[src/rtl/clkgate_pkg.sv]
package clkgate_pkg;

    // Width of one group: one bus word.
    localparam int GRP_W      = 32;
    // Register window of group 0 and distance between group windows.
    localparam int GRP_BASE   = 'h24;
    localparam int GRP_STRIDE = 'h10;
    // Number of registers in one group window, 4 bytes apart.
    localparam int REGS_PER_GRP = 4;
    // Fixed request-to-status synchronisation latency in cycles.
    localparam int SYNC_LAT   = 2;

    typedef enum logic [1:0] {
        RK_SET  = 2'd0,
        RK_CLR  = 2'd1,
        RK_REQ  = 2'd2,
        RK_STAT = 2'd3
    } reg_kind_e;

    typedef logic [GRP_W-1:0] grp_word_t;

    // Registered state of one group.
    typedef struct packed {
        grp_word_t req;
        grp_word_t mid;
        grp_word_t stat;
        logic [1:0] age;
    } grp_state_t;

endpackage

[src/rtl/cg_decode.sv]
module cg_decode
    import clkgate_pkg::*;
#(
    parameter int NUM_GRP = 2,
    parameter int ADDR_W  = 8
) (
    input  logic              sel_i,
    input  logic              wr_i,
    input  logic [ADDR_W-1:0] addr_i,
    output logic [NUM_GRP-1:0] set_stb_o,
    output logic [NUM_GRP-1:0] clr_stb_o,
    output logic [NUM_GRP-1:0] rd_req_o,
    output logic [NUM_GRP-1:0] rd_stat_o
);

    // Returns the byte address of register kind k in group g.
    function automatic logic [ADDR_W-1:0] reg_addr(input int g, input int k);
        return ADDR_W'(GRP_BASE + g * GRP_STRIDE + k * 4);
    endfunction

    always_comb begin
        set_stb_o = '0;
        clr_stb_o = '0;
        rd_req_o  = '0;
        rd_stat_o = '0;
        for (int g = 0; g < NUM_GRP; g++) begin
            if (sel_i && wr_i && addr_i == reg_addr(g, int'(RK_SET)))
                set_stb_o[g] = 1'b1;
            if (sel_i && wr_i && addr_i == reg_addr(g, int'(RK_CLR)))
                clr_stb_o[g] = 1'b1;
            if (sel_i && !wr_i && addr_i == reg_addr(g, int'(RK_REQ)))
                rd_req_o[g] = 1'b1;
            if (sel_i && !wr_i && addr_i == reg_addr(g, int'(RK_STAT)))
                rd_stat_o[g] = 1'b1;
        end
    end

endmodule

[src/rtl/cg_group.sv]
module cg_group
    import clkgate_pkg::*;
#(
    parameter logic [31:0] RST_VAL = '0
) (
    input  logic      clk_i,
    input  logic      rst_i,
    input  grp_word_t set_i,
    input  grp_word_t clr_i,
    output grp_word_t req_o,
    output grp_word_t stat_o
);

    grp_state_t st_d, st_q;

    always_comb begin
        st_d = st_q;
        // The clear mask wins over the set mask on a shared bit.
        st_d.req  = (st_q.req | set_i) & ~clr_i;
        // Two-stage synchronisation of the request into the status.
        st_d.mid  = st_q.req;
        st_d.stat = st_q.mid;
        // Cycles since reset, saturating at the sync latency.
        if (st_q.age != 2'(SYNC_LAT))
            st_d.age = st_q.age + 2'd1;
    end

    always_ff @(posedge clk_i) begin
        if (rst_i) begin
            st_q.req  <= RST_VAL;
            st_q.mid  <= RST_VAL;
            st_q.stat <= RST_VAL;
            st_q.age  <= '0;
        end else begin
            st_q <= st_d;
        end
    end

    assign req_o  = st_q.req;
    assign stat_o = st_q.stat;

    // Bits written as 1 to the set register are on afterwards (no clear on them).
    p_set_bits_r1: assert property (@(posedge clk_i) disable iff (rst_i)
        (|set_i) |=> ((req_o & $past(set_i & ~clr_i)) == $past(set_i & ~clr_i)));

    // Bits written as 1 to the clear register are off afterwards.
    p_clr_bits_r2: assert property (@(posedge clk_i) disable iff (rst_i)
        (|clr_i) |=> ((req_o & $past(clr_i)) == '0));

    // Untouched bits keep their value.
    p_untouched_r1: assert property (@(posedge clk_i) disable iff (rst_i)
        1'b1 |=> (((req_o ^ $past(req_o)) & ~$past(set_i | clr_i)) == '0));

    // Status lags the request by exactly two cycles.
    p_status_lag_r5: assert property (@(posedge clk_i) disable iff (rst_i)
        (st_q.age == 2'(SYNC_LAT)) |-> (stat_o == $past(req_o, 2)));

endmodule

[src/rtl/clkgate_bank.sv]
module clkgate_bank
    import clkgate_pkg::*;
#(
    parameter int                         NUM_GRP = 2,
    parameter int                         ADDR_W  = 8,
    parameter logic [NUM_GRP*GRP_W-1:0]   RST_REQ = {{(NUM_GRP*GRP_W-1){1'b0}}, 1'b1}
) (
    input  logic                       clk_i,
    input  logic                       rst_i,
    input  logic                       bus_sel_i,
    input  logic                       bus_wr_i,
    input  logic [ADDR_W-1:0]          bus_addr_i,
    input  logic [GRP_W-1:0]           bus_wdata_i,
    output logic [GRP_W-1:0]           bus_rdata_o,
    input  logic                       clk_en_i,
    output logic [NUM_GRP*GRP_W-1:0]   gate_o
);

    localparam int NUM_CLK = NUM_GRP * GRP_W;

    logic [NUM_GRP-1:0] set_stb, clr_stb, rd_req, rd_stat;
    grp_word_t          req_w  [NUM_GRP];
    grp_word_t          stat_w [NUM_GRP];
    logic [NUM_CLK-1:0] stat_all;

    cg_decode #(
        .NUM_GRP (NUM_GRP),
        .ADDR_W  (ADDR_W)
    ) u_decode (
        .sel_i     (bus_sel_i),
        .wr_i      (bus_wr_i),
        .addr_i    (bus_addr_i),
        .set_stb_o (set_stb),
        .clr_stb_o (clr_stb),
        .rd_req_o  (rd_req),
        .rd_stat_o (rd_stat)
    );

    for (genvar g = 0; g < NUM_GRP; g++) begin : g_grp
        grp_word_t set_m, clr_m;
        assign set_m = set_stb[g] ? bus_wdata_i : '0;
        assign clr_m = clr_stb[g] ? bus_wdata_i : '0;

        cg_group #(
            .RST_VAL (RST_REQ[g*GRP_W +: GRP_W])
        ) u_grp (
            .clk_i  (clk_i),
            .rst_i  (rst_i),
            .set_i  (set_m),
            .clr_i  (clr_m),
            .req_o  (req_w[g]),
            .stat_o (stat_w[g])
        );

        assign stat_all[g*GRP_W +: GRP_W] = stat_w[g];

        // A write that misses this group's set and clear registers leaves its request alone.
        p_grp_isolated_r3: assert property (@(posedge clk_i) disable iff (rst_i)
            (bus_sel_i && bus_wr_i
             && bus_addr_i != ADDR_W'(GRP_BASE + g * GRP_STRIDE)
             && bus_addr_i != ADDR_W'(GRP_BASE + g * GRP_STRIDE + 4))
            |=> $stable(req_w[g]));
    end

    // Read mux: only request and status registers return data.
    always_comb begin
        bus_rdata_o = '0;
        for (int g = 0; g < NUM_GRP; g++) begin
            if (rd_req[g])  bus_rdata_o = bus_rdata_o | req_w[g];
            if (rd_stat[g]) bus_rdata_o = bus_rdata_o | stat_w[g];
        end
    end

    assign gate_o = stat_all & {NUM_CLK{clk_en_i}};

    // Reads that are not of a request or status register return zero.
    p_rd_zero_r7: assert property (@(posedge clk_i) disable iff (rst_i)
        (bus_sel_i && !bus_wr_i && !(|rd_req) && !(|rd_stat)) |-> (bus_rdata_o == '0));

    // With the qualifier low no gate is open.
    p_gate_qual_r9: assert property (@(posedge clk_i) disable iff (rst_i)
        !clk_en_i |-> (gate_o == '0));

endmodule

[config.mk]
export PLATFORM = sky130hd
export DESIGN_NAME = clkgate_bank
export DESIGN_NICKNAME = d
export VERILOG_FILES = /design/src/rtl/clkgate_pkg.sv /design/src/rtl/cg_decode.sv /design/src/rtl/cg_group.sv /design/src/rtl/clkgate_bank.sv
export SDC_FILE = /design/constraint.sdc
export NUM_CORES = 1
export LEC_CHECK = 0
export ABC_AREA = 0
export CORE_ASPECT_RATIO = 0.6
export CORE_MARGIN = 2
export CORE_UTILIZATION = 50
export DETAILED_ROUTE_END_ITERATION = 8
export DONT_BUFFER_PORTS = 1
export PLACE_DENSITY = 0.71
export SYNTH_ARGS = -nofsm -noshare
export SYNTH_HDL_FRONTEND = slang
export SYNTH_SLANG_ARGS = --single-unit
[constraint.sdc]
create_clock -name clk_i -period 2.1 [get_ports clk_i]
set_input_delay 0.42 -clock clk_i [delete_from_list [all_inputs] [get_ports clk_i]]
set_output_delay 0.42 -clock clk_i [all_outputs]
set_load 0.05 [all_outputs]
======== After elaboration in Yosys (flattened, before gate mapping) ========
Index checks and enable logic that the tools add are counted.
W data, S select, Z words.
storage, ports and cells
  word-level logic and storage cells ...... 51
  output and inout bits ................... 96
  register bits ........................... 192
operators by class
  bitwise operators ....................... 10
  reduce and logical (&&, ||, !) cells .... 11
  eq/ne operators ......................... 8
  multiplexer cells ....................... 16
operators by type and width
  kind                  number
  $mux W32              8
  $or A32 B32 Y32       5
  $and A32 B32 Y32      2
  $and A64 B64 Y64      1
  $not A32 Y32          2
  $eq A8 B6 Y1 const B  7
  $logic_and A1 B1 Y1   10
  $eq A8 B7 Y1 const B  1
  $mux W1               8
  $logic_not A1 Y1      1

======== Depth between registers and ports, before layout ========
  depth in word-level cells ............... 11
  gate-level depth with buffers ........... 6
  depth with buffers taken out ............ 3

======== Cells and area by module ========
Synthesis repeated with hierarchy kept, for this count alone.
unflattened totals
  cell total of the unflattened synthesis .. 866
  area, all modules ....................... 8242.9 um^2
modules (own cells, without submodules)
  module                      instances  area each (um^2)  cells an instance  seq. area each (um^2)
  cg_group at g_grp[0].u_grp  1          3072.9            266                1921.8
  cg_group at g_grp[1].u_grp  1          3070.4            266                1921.8
  clkgate_bank                1          1966.9            319                0.0
  cg_decode                   1          132.6             15                 0.0

======== Least setup slack after synthesis ========
No wires, ideal clock.
  path type ............................... in2out
  start point ............................. input port bus_wr_i
  end point ............................... output port bus_rdata_o[21]
  arrival time ............................ 2.004 ns
  cell stages on the path ................. 5
  path buffers ............................ 2
  path slack .............................. -0.324 ns
  cells stage by stage .................... or4b_1 buf_6 nor3b_4 buf_6 a221o_1
between the ends
  cells in the longest elaborated chain, start to end .. 11
  elaborated cells between the ends (all ways) .. 17
  classes of those cells .................. mux: 8; bitwise: 3; reduce/logical: 6
ends and longest elaborated chain
  element                line                              source
  start, declared        clkgate_bank.sv:11                input logic bus_wr_i,
  $logic_not A1 Y1 *     cg_decode.sv:31, cg_decode.sv:33
  $logic_and A1 B1 Y1 *  cg_decode.sv:31, cg_decode.sv:33
  $logic_and A1 B1 Y1    cg_decode.sv:31                   if (sel_i && !wr_i && addr_i == reg_addr(g, int'(RK_REQ)))
  $mux W1                cg_decode.sv:31
  $mux W32               clkgate_bank.sv:69                if (rd_req[g]) bus_rdata_o = bus_rdata_o | req_w[g];
  $or A32 B32 Y32        clkgate_bank.sv:70                if (rd_stat[g]) bus_rdata_o = bus_rdata_o | stat_w[g];
  $mux W32               clkgate_bank.sv:70
  $or A32 B32 Y32        clkgate_bank.sv:69
  $mux W32               clkgate_bank.sv:69
  $or A32 B32 Y32        clkgate_bank.sv:70
  $mux W32 *             clkgate_bank.sv:70
  end, declared          clkgate_bank.sv:14                output logic [GRP_W-1:0] bus_rdata_o,
Mark *: on every way between the ends. The rest lies on a longest branch, timed or not.

======== Final worst setup path ========
  start point ............................. input port bus_addr_i[0]
  end point ............................... output port bus_rdata_o[16]
between the ends
  cells in the longest elaborated chain, start to end .. 10
  elaborated cells between the ends (all ways) .. 19
  classes of those cells .................. eq/ne: 4; mux: 8; bitwise: 3; reduce/logical: 4
ends and longest elaborated chain
  element              line                source
  start, declared      clkgate_bank.sv:12  input logic [ADDR_W-1:0] bus_addr_i,
  $eq A8 B6 Y1         cg_decode.sv:31
  $logic_and A1 B1 Y1  cg_decode.sv:31
  $mux W1              cg_decode.sv:31
  $mux W32             clkgate_bank.sv:69
  $or A32 B32 Y32      clkgate_bank.sv:70
  $mux W32             clkgate_bank.sv:70
  $or A32 B32 Y32      clkgate_bank.sv:69
  $mux W32             clkgate_bank.sv:69
  $or A32 B32 Y32      clkgate_bank.sv:70
  $mux W32 *           clkgate_bank.sv:70
Marks and branches as above.

==> impl_metrics.json <==
{
  "status": "finished with violations",
  "violations": "setup timing",
  "drt_first_pass_iters": 5,
  "coreArea_sq_um": 14700,
  "grt_pass1_wl_um": 32600,
  "avgRoutedWirePerCell_um": 22.4,
  "critPathLaunchType": "primary input",
  "syn_nets": 788,
  "dieArea_sq_um": 16300,
  "layout_min_cycle_time_ns": 2.31,
  "final_common_cell": "dfxtp_1",
  "post-dp-hpwl_um": 12600,
  "final-hold-violation-count": 0,
  "syn2layout_area_growth_pct": 19.2,
  "htree_levels": 4,
  "setup_viol": 32,
  "mostFrequentLayoutCells": "191 x dfxtp_1, 128 x nor2b_1, 83 x a211oi_1, 64 x and2_1, 63 x a41oi_1",
  "clockRootBuffer": "clkbuf_16",
  "drtIter0Drc": 518,
  "synth-edff-count": 0,
  "clk_path_buf_depth": 2,
  "syn_area_per_cell_sq_um": 10.3,
  "ir_drop_mv": 0.533,
  "netlist_area_sq_um": 7630,
  "path_class": "primary input to output pin",
  "finalNonFillerCells": 940,
  "antenna_cells": 0,
  "yosys.area.top_type": "dfxtp_1",
  "gp_congestion": 0.829,
  "yosys.area.top_type_share_pct": 50.4,
  "yosysSeqAreaShare_pct": 50.4,
  "fp.dieW_um": 164,
  "skew_ns": 0.0132,
  "synth_flop_cell": "dfxtp_1",
  "drive_gt1_share_pct": 23.2,
  "drt-total-wl_um": 21100,
  "cp.arrival_ns": 1.89,
  "p_per_area_nw_per_um2": 774,
  "rsz0062_at_grt": "true",
  "antenna_found_initial": 0,
  "synth_cell_type_count": 29,
  "ff2ff_setup_slack_ns": 1.17,
  "fin_total_pwr_mw": 7.05,
  "tightest_slew_ns": 0.544,
  "nets": 775,
  "cts_tree": "built",
  "nFillCells": 1146,
  "report.final.slew_viol_count": 0,
  "rr_worst_depth": 2,
  "yosysWarnings": 0,
  "grt_max_degree": 193,
  "drc": 0,
  "cp.required_ns": 1.68,
  "grtUsageTotal_pct": 25.8,
  "port_buffers": 0,
  "gr-total-overflow": 0,
  "holdCritStartpoint": "bus_wdata_i[8]",
  "insertion_delay_ns": 0.43,
  "die_h_um": 99.7,
  "reg2reg_to": "g_grp[0].u_grp.req_o[0]$_SDFF_PP1_",
  "grt_pass1_vias": 5597,
  "tns_ns": -5.87,
  "vias": 5854,
  "rows": 34,
  "cp_max_fo": 27,
  "drt.antenna.violating_nets": 0,
  "cts_made_buffers": 17,
  "dp.cells": 905,
  "maxSlewHeadroom_pct": 64.0,
  "async_flop_share_pct": 0,
  "drv_cap": 0,
  "whs_path_depth": 1,
  "fin_crit_sh_pct": 110,
  "end_kind": "output pin",
  "synth-seq-cells": 192,
  "ioPinCount": 141,
  "final_util_pct": 61.8,
  "cts_sinks": 192,
  "leakage_nw": 3.01,
  "fmax_mhz": 434,
  "viasPerCell": 6.23,
  "min_path_type": "primary input to register",
  "whs_endpoint": "g_grp[1].u_grp.req_o[8]$_SDFF_PP0_",
  "synthCells": 743,
  "layout_setup_ws_ns": -0.206,
  "r2r-start": "g_grp[0].u_grp.req_o[0]$_SDFF_PP1_",
  "initial_utilization_pct": 51.9,
  "ys_top_cells_by_area": "dfxtp_1 50%, nor2b_1 11%, a211oi_1 9.3%, a41oi_1 7.2%, and2_1 5.2%",
  "clk_pin_slew_ns": 0.08
}
==> metrics by stage <==
step	hold slack (ns)	instance area [sq um]	worst slack (ns)
global route	0.0544	9100	-0.237
detailed placement	0.417	8370	-0.226
floorplan	0.389	7680	-0.156
global placement	0.396	8370	-0.209
finish	0.0756	9100	-0.206
CTS	0.0578	9050	-0.174
==> sequential cells by signal (all words and copies together) (netlist names) <==
| name | cells |
|---|---|
| g_grp.u_grp.req_o | 64 |
| g_grp.u_grp.st_d | 64 |
| g_grp.u_grp.stat_o | 64 |
==> worst max-delay path, stage by stage <==
cell,delay [ns]
or4b_4,0.59
nor3b_4,0.26
buf_12,0.23
a221o_2,0.23
buf_12,0.14
==> how the worst max path moves through the flow <==
stage | startpoint | endpoint | slack [ns] | depth (start not counted)
2_1_floorplan | bus_wr_i | bus_rdata_o[21] | -0.16 | 5
3_3_place_gp | bus_wr_i | bus_rdata_o[21] | -0.21 | 5
3_5_place_dp | bus_wr_i | bus_rdata_o[21] | -0.23 | 5
4_1_cts | bus_addr_i[0] | bus_rdata_o[16] | -0.17 | 5
5_1_grt | bus_addr_i[0] | bus_rdata_o[29] | -0.24 | 6
6_report | bus_addr_i[0] | bus_rdata_o[16] | -0.21 | 5
==> kinds of logic after synthesis <==
family                 Yosys count  share of synthesized area [%]
DFF                            192                           50.4
and+or+nand+nor                274                           23.7
AOI/OAI and AO/OA              191                           20.8
buffers and inverters           86                           5.11
==> per-layer routing <==
metal / share of wire (%) / GRT usage (%)
met4: 1.0 / 6.95
met5: 0 / 0
met3: 9.5 / 7.30
met1: 47 / 38.2
met2: 42 / 36.9
==> synthesized netlist by cell type, drive strengths merged, types with 2 or more instances <==
cell type  number
and3            2
nand3          32
and2           64
or3b           32
or4b            2
buf            33
a221o          31
or2             3
a41oi          63
clkbuf         52
nor2b         129
a211oi         95
dfxtp         192
==> final cells by class <==
type	instances	area, sq um	area share (%)
sequential	192	3840	42.2
clock buffer	17	425	4.67
inverter	1	3.75	0.0412
multi-input combinational	465	3540	38.9
timing repair buffer	53	868	9.54
clock inverter	14	171	1.88
tap	198	248	2.72
==> timing repair <==
item / 4_1_cts / 5_1_grt
cloned: 1 / 1
hold buffers: 0 / 0
pin swaps: 5 / 10
endpoints found under the setup margin: 32 / 32
gates resized for setup: 11 / 5
setup buffers: 2 / 0
hold endpoints to repair: 0 / 0
==> report_power, final <==
group / leakage (nW) / internal (mW) / switching [mW]
clock network: 0.285 / 1.80 / 1.50
registers: 1.55 / 3.64 / 0.000985
logic: 1.18 / 0.0305 / 0.0723
total: 3.01 / 5.47 / 1.58
(Power assumes the default switching activity.)
